[config.mk]
export PLATFORM = sky130hd
export DESIGN_NAME = dual_interval_timer
export DESIGN_NICKNAME = d
export VERILOG_FILES = /design/src/rtl/tmr_pkg.sv /design/src/rtl/tmr_prescale.sv /design/src/rtl/tmr_channel.sv /design/src/rtl/dual_interval_timer.sv
export SDC_FILE = /design/constraint.sdc
export NUM_CORES = 1
export LEC_CHECK = 0
export BUFFER_PORTS_ARGS = -buffer_cell sky130_fd_sc_hd__clkbuf_2
export CAP_MARGIN = 20
export CORE_MARGIN = 10
export CORE_UTILIZATION = 50
export DETAILED_ROUTE_END_ITERATION = 8
export PLACE_DENSITY = 0.68
export SETUP_SLACK_MARGIN = 0.4
export SYNTH_ARGS = -nofsm -noshare
export SYNTH_HDL_FRONTEND = slang
export SYNTH_HIERARCHICAL = 1
export SYNTH_SLANG_ARGS = --single-unit
[constraint.sdc]
create_clock -name clk -period 5.7 [get_ports clk]
set_clock_uncertainty 0.15 [all_clocks]
set_input_delay 0.855 -clock clk [delete_from_list [all_inputs] [get_ports clk]]
set_output_delay 0.855 -clock clk [all_outputs]
set_load 0.01 [all_outputs]
[src/rtl/tmr_pkg.sv]
package tmr_pkg;
  // Register select within a channel block (byte address bits [3:2])
  typedef enum logic [1:0] {
    RS_CTRL  = 2'd0,
    RS_STAT  = 2'd1,
    RS_LOAD  = 2'd2,
    RS_COUNT = 2'd3
  } reg_sel_e;

  // Control field positions
  localparam int CB_IRQ_EN  = 8;
  localparam int CB_RUN     = 5;
  localparam int CB_ONESHOT = 4;
  localparam int CB_CODE_LO = 0;
  localparam int CODE_W     = 4;

  // Byte span of one channel block (log2)
  localparam int BLK_SHIFT  = 7;
endpackage

[src/rtl/tmr_prescale.sv]
module tmr_prescale #(
  parameter int MAX_SHIFT = 8,
  parameter int CODE_W    = 4
) (
  input  logic              clk,
  input  logic              rst,
  input  logic              run,
  input  logic [CODE_W-1:0] code,
  output logic              tick
);
  localparam int PRE_W = MAX_SHIFT;

  logic [PRE_W-1:0] pre_cnt;
  logic [PRE_W-1:0] limit;

  // limit = 2^min(code,MAX_SHIFT) - 1
  always_comb begin
    for (int b = 0; b < PRE_W; b++) begin
      limit[b] = (32'(code) > b);
    end
  end

  assign tick = run && (pre_cnt >= limit);

  always_ff @(posedge clk) begin
    if (rst) begin
      pre_cnt <= '0;
    end else if (!run || tick) begin
      pre_cnt <= '0;
    end else begin
      pre_cnt <= pre_cnt + 1'b1;
    end
  end

  // divider restarts from zero when the channel starts
  p_pre_restart_r3: assert property (@(posedge clk) disable iff (rst)
    $rose(run) |-> (pre_cnt == '0));
endmodule

[src/rtl/tmr_channel.sv]
module tmr_channel
  import tmr_pkg::*;
#(
  parameter int DATA_W    = 16,
  parameter int MAX_SHIFT = 8
) (
  input  logic              clk,
  input  logic              rst,
  input  logic              wr_ctrl,
  input  logic              wr_stat,
  input  logic              wr_load,
  input  logic [DATA_W-1:0] wdata,
  output logic [DATA_W-1:0] ctrl_word,
  output logic [DATA_W-1:0] stat_word,
  output logic [DATA_W-1:0] load_word,
  output logic [DATA_W-1:0] count_word,
  output logic              irq
);
  logic              irq_en_q;
  logic              run_q;
  logic              oneshot_q;
  logic [CODE_W-1:0] code_q;
  logic [DATA_W-1:0] load_q;
  logic [DATA_W-1:0] count_q;
  logic              flag_q;
  logic              irq_q;
  logic              tick;
  logic [DATA_W-1:0] next_cnt;
  logic              hit_zero;

  tmr_prescale #(
    .MAX_SHIFT (MAX_SHIFT),
    .CODE_W    (CODE_W)
  ) u_pre (
    .clk  (clk),
    .rst  (rst),
    .run  (run_q),
    .code (code_q),
    .tick (tick)
  );

  assign next_cnt = (count_q == '0) ? load_q : (count_q - 1'b1);
  assign hit_zero = tick && (next_cnt == '0);

  always_ff @(posedge clk) begin
    if (rst) begin
      irq_en_q  <= 1'b0;
      run_q     <= 1'b0;
      oneshot_q <= 1'b0;
      code_q    <= '0;
      load_q    <= '0;
      count_q   <= '0;
      flag_q    <= 1'b0;
      irq_q     <= 1'b0;
    end else begin
      if (tick) begin
        count_q <= next_cnt;
      end
      if (hit_zero && oneshot_q) begin
        run_q <= 1'b0;
      end
      if (wr_load) begin
        load_q <= wdata;
        if (!run_q) begin
          count_q <= wdata;
        end
      end
      if (wr_ctrl) begin
        irq_en_q  <= wdata[CB_IRQ_EN];
        run_q     <= wdata[CB_RUN];
        oneshot_q <= wdata[CB_ONESHOT];
        code_q    <= wdata[CB_CODE_LO +: CODE_W];
      end
      if (wr_stat && wdata[0]) begin
        flag_q <= 1'b0;
      end
      if (hit_zero) begin
        flag_q <= 1'b1;
      end
      irq_q <= flag_q && irq_en_q;
    end
  end

  always_comb begin
    ctrl_word                       = '0;
    ctrl_word[CB_IRQ_EN]            = irq_en_q;
    ctrl_word[CB_RUN]               = run_q;
    ctrl_word[CB_ONESHOT]           = oneshot_q;
    ctrl_word[CB_CODE_LO +: CODE_W] = code_q;
    stat_word                       = '0;
    stat_word[0]                    = flag_q;
  end

  assign load_word  = load_q;
  assign count_word = count_q;
  assign irq        = irq_q;

  // a stopped channel keeps its count unless load is written
  p_count_frozen_r8: assert property (@(posedge clk) disable iff (rst)
    (!run_q && !wr_load) |=> (count_q == $past(count_q)));

  // a self-stop leaves the count at zero with the flag raised
  p_oneshot_end_r6: assert property (@(posedge clk) disable iff (rst)
    ($fell(run_q) && !$past(wr_ctrl)) |-> (count_q == '0 && flag_q));

  // write-one clears the flag when no terminal count coincides
  p_flag_w1c_r9: assert property (@(posedge clk) disable iff (rst)
    (wr_stat && wdata[0] && !hit_zero) |=> !flag_q);
endmodule

[src/rtl/dual_interval_timer.sv]
module dual_interval_timer
  import tmr_pkg::*;
#(
  parameter int N_CH      = 2,
  parameter int ADDR_W    = 10,
  parameter int DATA_W    = 16,
  parameter int MAX_SHIFT = 8
) (
  input  logic              clk,
  input  logic              rst,
  input  logic [ADDR_W-1:0] bus_addr,
  input  logic              bus_wr,
  input  logic [DATA_W-1:0] bus_wdata,
  output logic [DATA_W-1:0] bus_rdata,
  output logic [N_CH-1:0]   irq
);
  localparam int BLK_W = ADDR_W - BLK_SHIFT;

  logic [BLK_W-1:0]  blk;
  logic              off_ok;
  logic              addr_ok;
  reg_sel_e          rsel;
  logic [DATA_W-1:0] rd_mux;
  logic [DATA_W-1:0] rdata_q;

  logic [DATA_W-1:0] ctrl_w  [N_CH];
  logic [DATA_W-1:0] stat_w  [N_CH];
  logic [DATA_W-1:0] load_w  [N_CH];
  logic [DATA_W-1:0] count_w [N_CH];

  assign blk     = bus_addr[ADDR_W-1:BLK_SHIFT];
  assign off_ok  = (bus_addr[BLK_SHIFT-1:4] == '0) && (bus_addr[1:0] == 2'b00);
  assign rsel    = reg_sel_e'(bus_addr[3:2]);
  assign addr_ok = off_ok && (blk != '0) && (blk <= BLK_W'(N_CH));

  for (genvar i = 0; i < N_CH; i++) begin : g_ch
    logic sel;
    assign sel = addr_ok && (blk == BLK_W'(i + 1));

    tmr_channel #(
      .DATA_W    (DATA_W),
      .MAX_SHIFT (MAX_SHIFT)
    ) u_ch (
      .clk        (clk),
      .rst        (rst),
      .wr_ctrl    (bus_wr && sel && (rsel == RS_CTRL)),
      .wr_stat    (bus_wr && sel && (rsel == RS_STAT)),
      .wr_load    (bus_wr && sel && (rsel == RS_LOAD)),
      .wdata      (bus_wdata),
      .ctrl_word  (ctrl_w[i]),
      .stat_word  (stat_w[i]),
      .load_word  (load_w[i]),
      .count_word (count_w[i]),
      .irq        (irq[i])
    );
  end

  always_comb begin
    rd_mux = '0;
    for (int i = 0; i < N_CH; i++) begin
      if (addr_ok && (blk == BLK_W'(i + 1))) begin
        unique case (rsel)
          RS_CTRL:  rd_mux = ctrl_w[i];
          RS_STAT:  rd_mux = stat_w[i];
          RS_LOAD:  rd_mux = load_w[i];
          RS_COUNT: rd_mux = count_w[i];
          default:  rd_mux = '0;
        endcase
      end
    end
  end

  always_ff @(posedge clk) begin
    if (rst) begin
      rdata_q <= '0;
    end else begin
      rdata_q <= rd_mux;
    end
  end

  assign bus_rdata = rdata_q;

  // unmapped addresses read back as zero one clock later
  p_rdata_unmapped_r2: assert property (@(posedge clk) disable iff (rst)
    !addr_ok |=> (bus_rdata == '0));
endmodule

* Word-level counts from Yosys, hierarchy flattened
Cells that the tools add are included.
Storage, ports and cells: logic and storage cells 108, bits in registers 114, output and inout bits 18, input port bits 29
Cells by class: magnitude comparators 19, add/sub/neg operators 4, reductions and logical operators 41, eq/ne operators 5, mux-type cells 20
Operator list (count):
- $mux W16 | 10
- $pmux W16 S4 | 2
- $logic_not A16 Y1 | 4
- $gt A4 B3 Y1 const B | 8
- $sub A16 B1 Y16 const B | 2
- $logic_and A1 B1 Y1 | 23
- $add A8 B1 Y8 const B | 2
- $ge A8 B8 Y1 | 2
- $gt A4 B1 Y1 const B | 4
- $gt A4 B2 Y1 const B | 4
- $mux W1 | 8
- $reduce_bool A2 Y1 | 4
- $eq A2 B2 Y1 const B | 2
- $logic_not A2 Y1 | 2
- $reduce_or A2 Y1 | 2
- $eq A3 B1 Y1 const B | 1
- $eq A3 B2 Y1 const B | 1
- $le A3 B2 Y1 const B | 1
- $logic_not A3 Y1 | 1
- $reduce_bool A3 Y1 | 1
- $eq A2 B1 Y1 const B | 1
- $logic_not A1 Y1 | 2
- $logic_or A1 B1 Y1 | 2

* Depth between registers and ports, before layout
depth in word-level cells 10, depth in mapped cells 12, gate-level depth less buffers 12

* Cells and area by module
The synthesis kept the hierarchy.
By module, submodules not included:
- tmr_channel | sequential area each 820.8 µm², area an instance 2482.4 µm², cells each 300, instances 2
- dual_interval_timer | sequential area each 320.3 µm², area an instance 1402.6 µm², cells each 109, instances 1
- tmr_prescale | sequential area each 160.2 µm², area an instance 568.0 µm², cells each 61, instances 2

* Worst setup path after synthesis
OpenSTA, ideal clock, no wires.
kind in2reg, start input bus_addr[5], end register g_ch[1].u_ch.load_q[10], required time 5422 ps, setup time 128 ps, path slack 2232 ps, data arrival time 3190 ps, path buffers 3, cell stages on the path 8, path through or4_1 or3_1 clkbuf_1 nor4b_2 clkbuf_1 clkbuf_1 mux2i_1 nor2_1
Between the ends: word-level cells in the longest chain between the ends 7
RTL lines:
- from (decl) | line dual_interval_timer.sv:11 | input logic [ADDR_W-1:0] bus_addr,
- $logic_not A3 Y1 | line dual_interval_timer.sv:32 | assign off_ok = (bus_addr[BLK_SHIFT-1:4] == '0) && (bus_addr[1:0] == 2'b00);
- $logic_and A1 B1 Y1 | line dual_interval_timer.sv:32
- $logic_and A1 B1 Y1 (2 in series) | line dual_interval_timer.sv:34 | assign addr_ok = off_ok && (blk != '0) && (blk <= BLK_W'(N_CH));
- $logic_and A1 B1 Y1 | line dual_interval_timer.sv:38 | assign sel = addr_ok && (blk == BLK_W'(i + 1));
- $logic_and A1 B1 Y1 (2 in series) | line dual_interval_timer.sv:48 | .wr_load (bus_wr && sel && (rsel == RS_LOAD)),
- to (signal assigned) | line tmr_channel.sv:63 | load_q <= wdata;
- to (decl) | line tmr_channel.sv:23 | logic [DATA_W-1:0] load_q;
No other way between the ends. A chain may end at the register's enable or synchronous reset.

* Worst setup path in the final report
start input bus_addr[5], end register g_ch[0].u_ch.count_q[6]
Between the ends: word-level cells in the longest chain between the ends 8
RTL lines:
- $logic_not A3 Y1 | line dual_interval_timer.sv:32
- $logic_and A1 B1 Y1 | line dual_interval_timer.sv:32
- $logic_and A1 B1 Y1 (2 in series) | line dual_interval_timer.sv:34
- $logic_and A1 B1 Y1 | line dual_interval_timer.sv:38
- $logic_and A1 B1 Y1 (2 in series) | line dual_interval_timer.sv:48
- $mux W16 | line tmr_channel.sv:62 | if (wr_load) begin
- to (signal assigned) | line tmr_channel.sv:57 | count_q <= next_cnt;
- to (signal assigned) | line tmr_channel.sv:65 | count_q <= wdata;
- to (decl) | line tmr_channel.sv:24 | logic [DATA_W-1:0] count_q;
No other way between the ends.

==> impl_results.md <==
- Outcome: completed
- Startpoint Class: input port
- Post-synth ARST share: 0%
- IO Count: 47
- Crit path max-delay family: simple AND/OR/NAND/NOR gates
- Nets: around 900
- Resize count post-CTS: 0
- Starting Density: slightly above 50%
- Post-CTS Setup Repair Bufs: 0
- Crit-path max cell delay: between 0.6 and 0.7 ns
- Synth top area share: between 30 and 40%
- Area grow syn2layout: 8.45%
- Register area share after synthesis: approximately 30%
- DRC: 0
- TritonCTS clock tree: done
- Worst path slowest cell: nor2_1
- WL final: between 20,000 and 25,000 um
- Ys Warns: 6
- Top cells by area, synth: dfxtp_1 30%, mux4_2 9.6%, mux2i_1 7.5%
- Final setup violation count: 0
- Final slew viol count: 0
- Worst path cell trace: clkbuf_2, or4_1, or3_1, nor4b_4, buf_4, nand2b_1, nor2_1, a22o_1
- Minimum clock period: approximately 3.7 ns
- Max-cap check violation count: 0
- Synth Cell Area: around 7500 um2
- DRT iter0 DRCs: 616
- Worst-Skew Late Latency: between 0.4 and 0.5 ns
- Top routing layer used: met4
- Post-synth EDFFs: 0
- Adder-Cell Fraction of Synth Area: under 10%
- Worst vdd rail ir drop: 0.000322 V
- CTS clk-pin slew, worst paths: ~0.05 ns
- WL met1: between 9000 and 10,000 um
- Xor/xnor share of the synthesized area: approximately 1.6%
- CTS max path bufs: 2
- Antenna cells: 0
- Largest net degree at the start of global routing: 75
- Die Y: roughly 140 um
- Arr. time, crit path: 3.90 ns
- Wire length on met3: 1610 um
- Root Driver: clkbuf_16
- Share of cells above drive strength 1: roughly 18%
- Fmax: 271 MHz
- Crit. End Element: flop
- Crit Path Max Fanout: 17
- Number of global-route vias before repair: 5,903
- Cells after Synth: 831
- CTS Sinks: 114
- Synth Area in Simple Gates: ~20%
- IO Port Bufs: between 40 and 50
- Drt first pass iters: 5
- Final hold vios: 0
- Initial antenna violation count: 0
- Hold/Removal Path Class: flop to flop
- PwrDens: between 500 and 600 nW/um2
- Hold-fix buffers at CTS: 0
- H-tree levels: 4
- Die area: between 20,000 and 25,000 um2
- Combinational family with the most area after synthesis: simple AND/OR/NAND/NOR gates
- Via density: about 6
- Placer Congestion: between 0.8 and 0.9
- CTS Buf Count: 17
- Pwr Total: ~4.5 mW
- Antenna Violating Nets Remaining: 0
- Post-DP HPWL: ~14,000 um
- Die width: ~140 um
- Util after Layout: 55.6%
- Setup CP Type: input port to flop
- Global route overflow: 0
- Syn_area_per_cell: 9.03 um2
- Routed WL per cell: between 15 and 20 um
- Synth unique cells: 62
- # rows: 44
- WP data required: just under 6 ns
- Leak: about 3.1 nW
- Final Cycle Share: around 65%
- Worst-margin pin slew: 0.882 ns
- #FFs+latches synth: around 110
- Synth Area in Compound Gates: between 10% and 20%
- Dominant synthesized flop cell: dfxtp_1
- Wire length on met2: ~8700 um
- Post-synthesis mux area share: between 10% and 20%
- Via Count: ~6,200
- CP Buf/Inv Count: 2
- First-pass GRT wire length: ~32,000 um
- RSZ-0062 raised after global routing: no
- Core ar.: between 10,000 and 15,000 um2
- Setup TNS: 0 ns
- Slew HR: between 40% and 50%
- Most area-hungry cell type in the Yosys netlist: dfxtp_1
- GRT Util Overall: between 10% and 20%
logic make-up (layout without fill, tap and decap cells):
kind of cell | Yosys count | after routing
adders and majority gates | 22 | 22
muxes | 90 | 90
AOI/OAI and AO/OA | 162 | 162
DFF | 114 | 114
xor gates and xnor gates | 14 | 14
and+or+nand+nor | 293 | 293
buffers and inverters | 134 | 114
other | 2 | 48
layout make-up:
type                            instances  area (um2)
Clock inverter                         10        61.3
Inverter                               23        86.3
Sequential cell                       114        2280
Tap cell                              184         230
Fill cell                            1310        6510
Clock buffer                           22         464
Timing Repair Buffer                   59         328
Multi-Input combinational cell        629        4690
per-stage QoR:
stage                     setup WS [ns]  cells  hold WS, ns  area [um2]
after floorplan                    2.23    877        0.273        7680
after global placement             1.73   1007        0.307        7600
after detailed placement           1.66   1007        0.312        7600
after CTS                          2.08   1039        0.320        8120
after global routing               1.93   1041        0.351        8140
final                              2.01   1041        0.316        8140
per-layer routing:
layer,track usage [%],vias up
met4,5.97,0
met5,0,-
li1,-,2992
met2,29.7,252
met3,4.74,29
met1,27.5,2957
cells in the final DEF, fill, tap and decap left out, drive strengths merged, types with 7 or more instances in the layout:
cell / instances
mux4: 32
nand2b: 20
o211ai: 10
or3: 13
nand2: 32
buf: 12
a22o: 10
a32o: 8
xnor2: 8
and2: 8
o21ai: 36
conb: 48
a21oi: 8
or4: 20
nor3: 14
a211oi: 8
nor4: 14
mux2i: 56
a22oi: 26
nor2: 118
ha: 22
clkinv: 7
clkbuf: 69
nand4: 10
dfxtp: 114
inv: 23
nor2b: 8
nand3: 12
worst register-to-register path, delay by kind of cell, from the launching register on:
family | cells | cell delay, ns
buffers and inverters | 1 | 0.31
AOI/OAI and AO/OA | 7 | 1.47
and+or+nand+nor | 4 | 0.72
adders and majority gates | 1 | 0.26
DFF | 1 | 0.48
state kept, by name (all words and copies together), names as in the netlist:
name	flops
g_ch.u_ch/load_word	32
g_ch.u_ch/count_word	32
g_ch.u_ch/run_q	2
g_ch.u_ch/u_pre/pre_cnt	16
g_ch.u_ch/irq	2
g_ch.u_ch/flag_q	2
g_ch.u_ch/irq_en_q	2
g_ch.u_ch/oneshot_q	2
bus_rdata	16
g_ch.u_ch/code_q	8
cell usage after synthesis, types with 8 or more instances:
master and n:
a211oi_1 8, o211ai_1 10, xnor2_1 8, buf_1 11, nand2_1 32, nor3_1 14, nand3_1 12, a32o_1 8
a22o_1 10, nand2b_1 20, or4_1 14, o21ai_0 36, or3_1 11, mux2i_1 56, and2_1 8, mux4_2 32
dfxtp_1 114, ha_1 22, nor4_1 14, nor2_1 118, buf_4 56, inv_1 23, a22oi_1 26, nand4_1 10
clkbuf_1 37
power by group:
group	leakage (nW)	switching, mW	internal [mW]
Combinational	1.89	1.43	1.04
Clock	0.255	0.366	0.572
Sequential	0.922	0.221	0.906
path summary, 6_finish.rpt:
| check | start | endpoint | slack, ns | cells after the start |
|---|---|---|---|---|
| max | bus_addr[5] | g_ch[0].u_ch/count_word[6]$_SDFF_PP0_ | 2.01 | 8 |
| min | g_ch[0].u_ch/flag_q$_SDFFE_PP0P_ | g_ch[0].u_ch/irq$_SDFF_PP0_ | 0.32 | 2 |
| max reg2reg | g_ch[1].u_ch/code_q[3]$_SDFFE_PP0P_ | g_ch[1].u_ch/flag_q$_SDFFE_PP0P_ | 2.23 | 13 |
| min reg2reg | g_ch[0].u_ch/flag_q$_SDFFE_PP0P_ | g_ch[0].u_ch/irq$_SDFF_PP0_ | 0.32 | 2 |
Power figures use the tool's default switching activity.
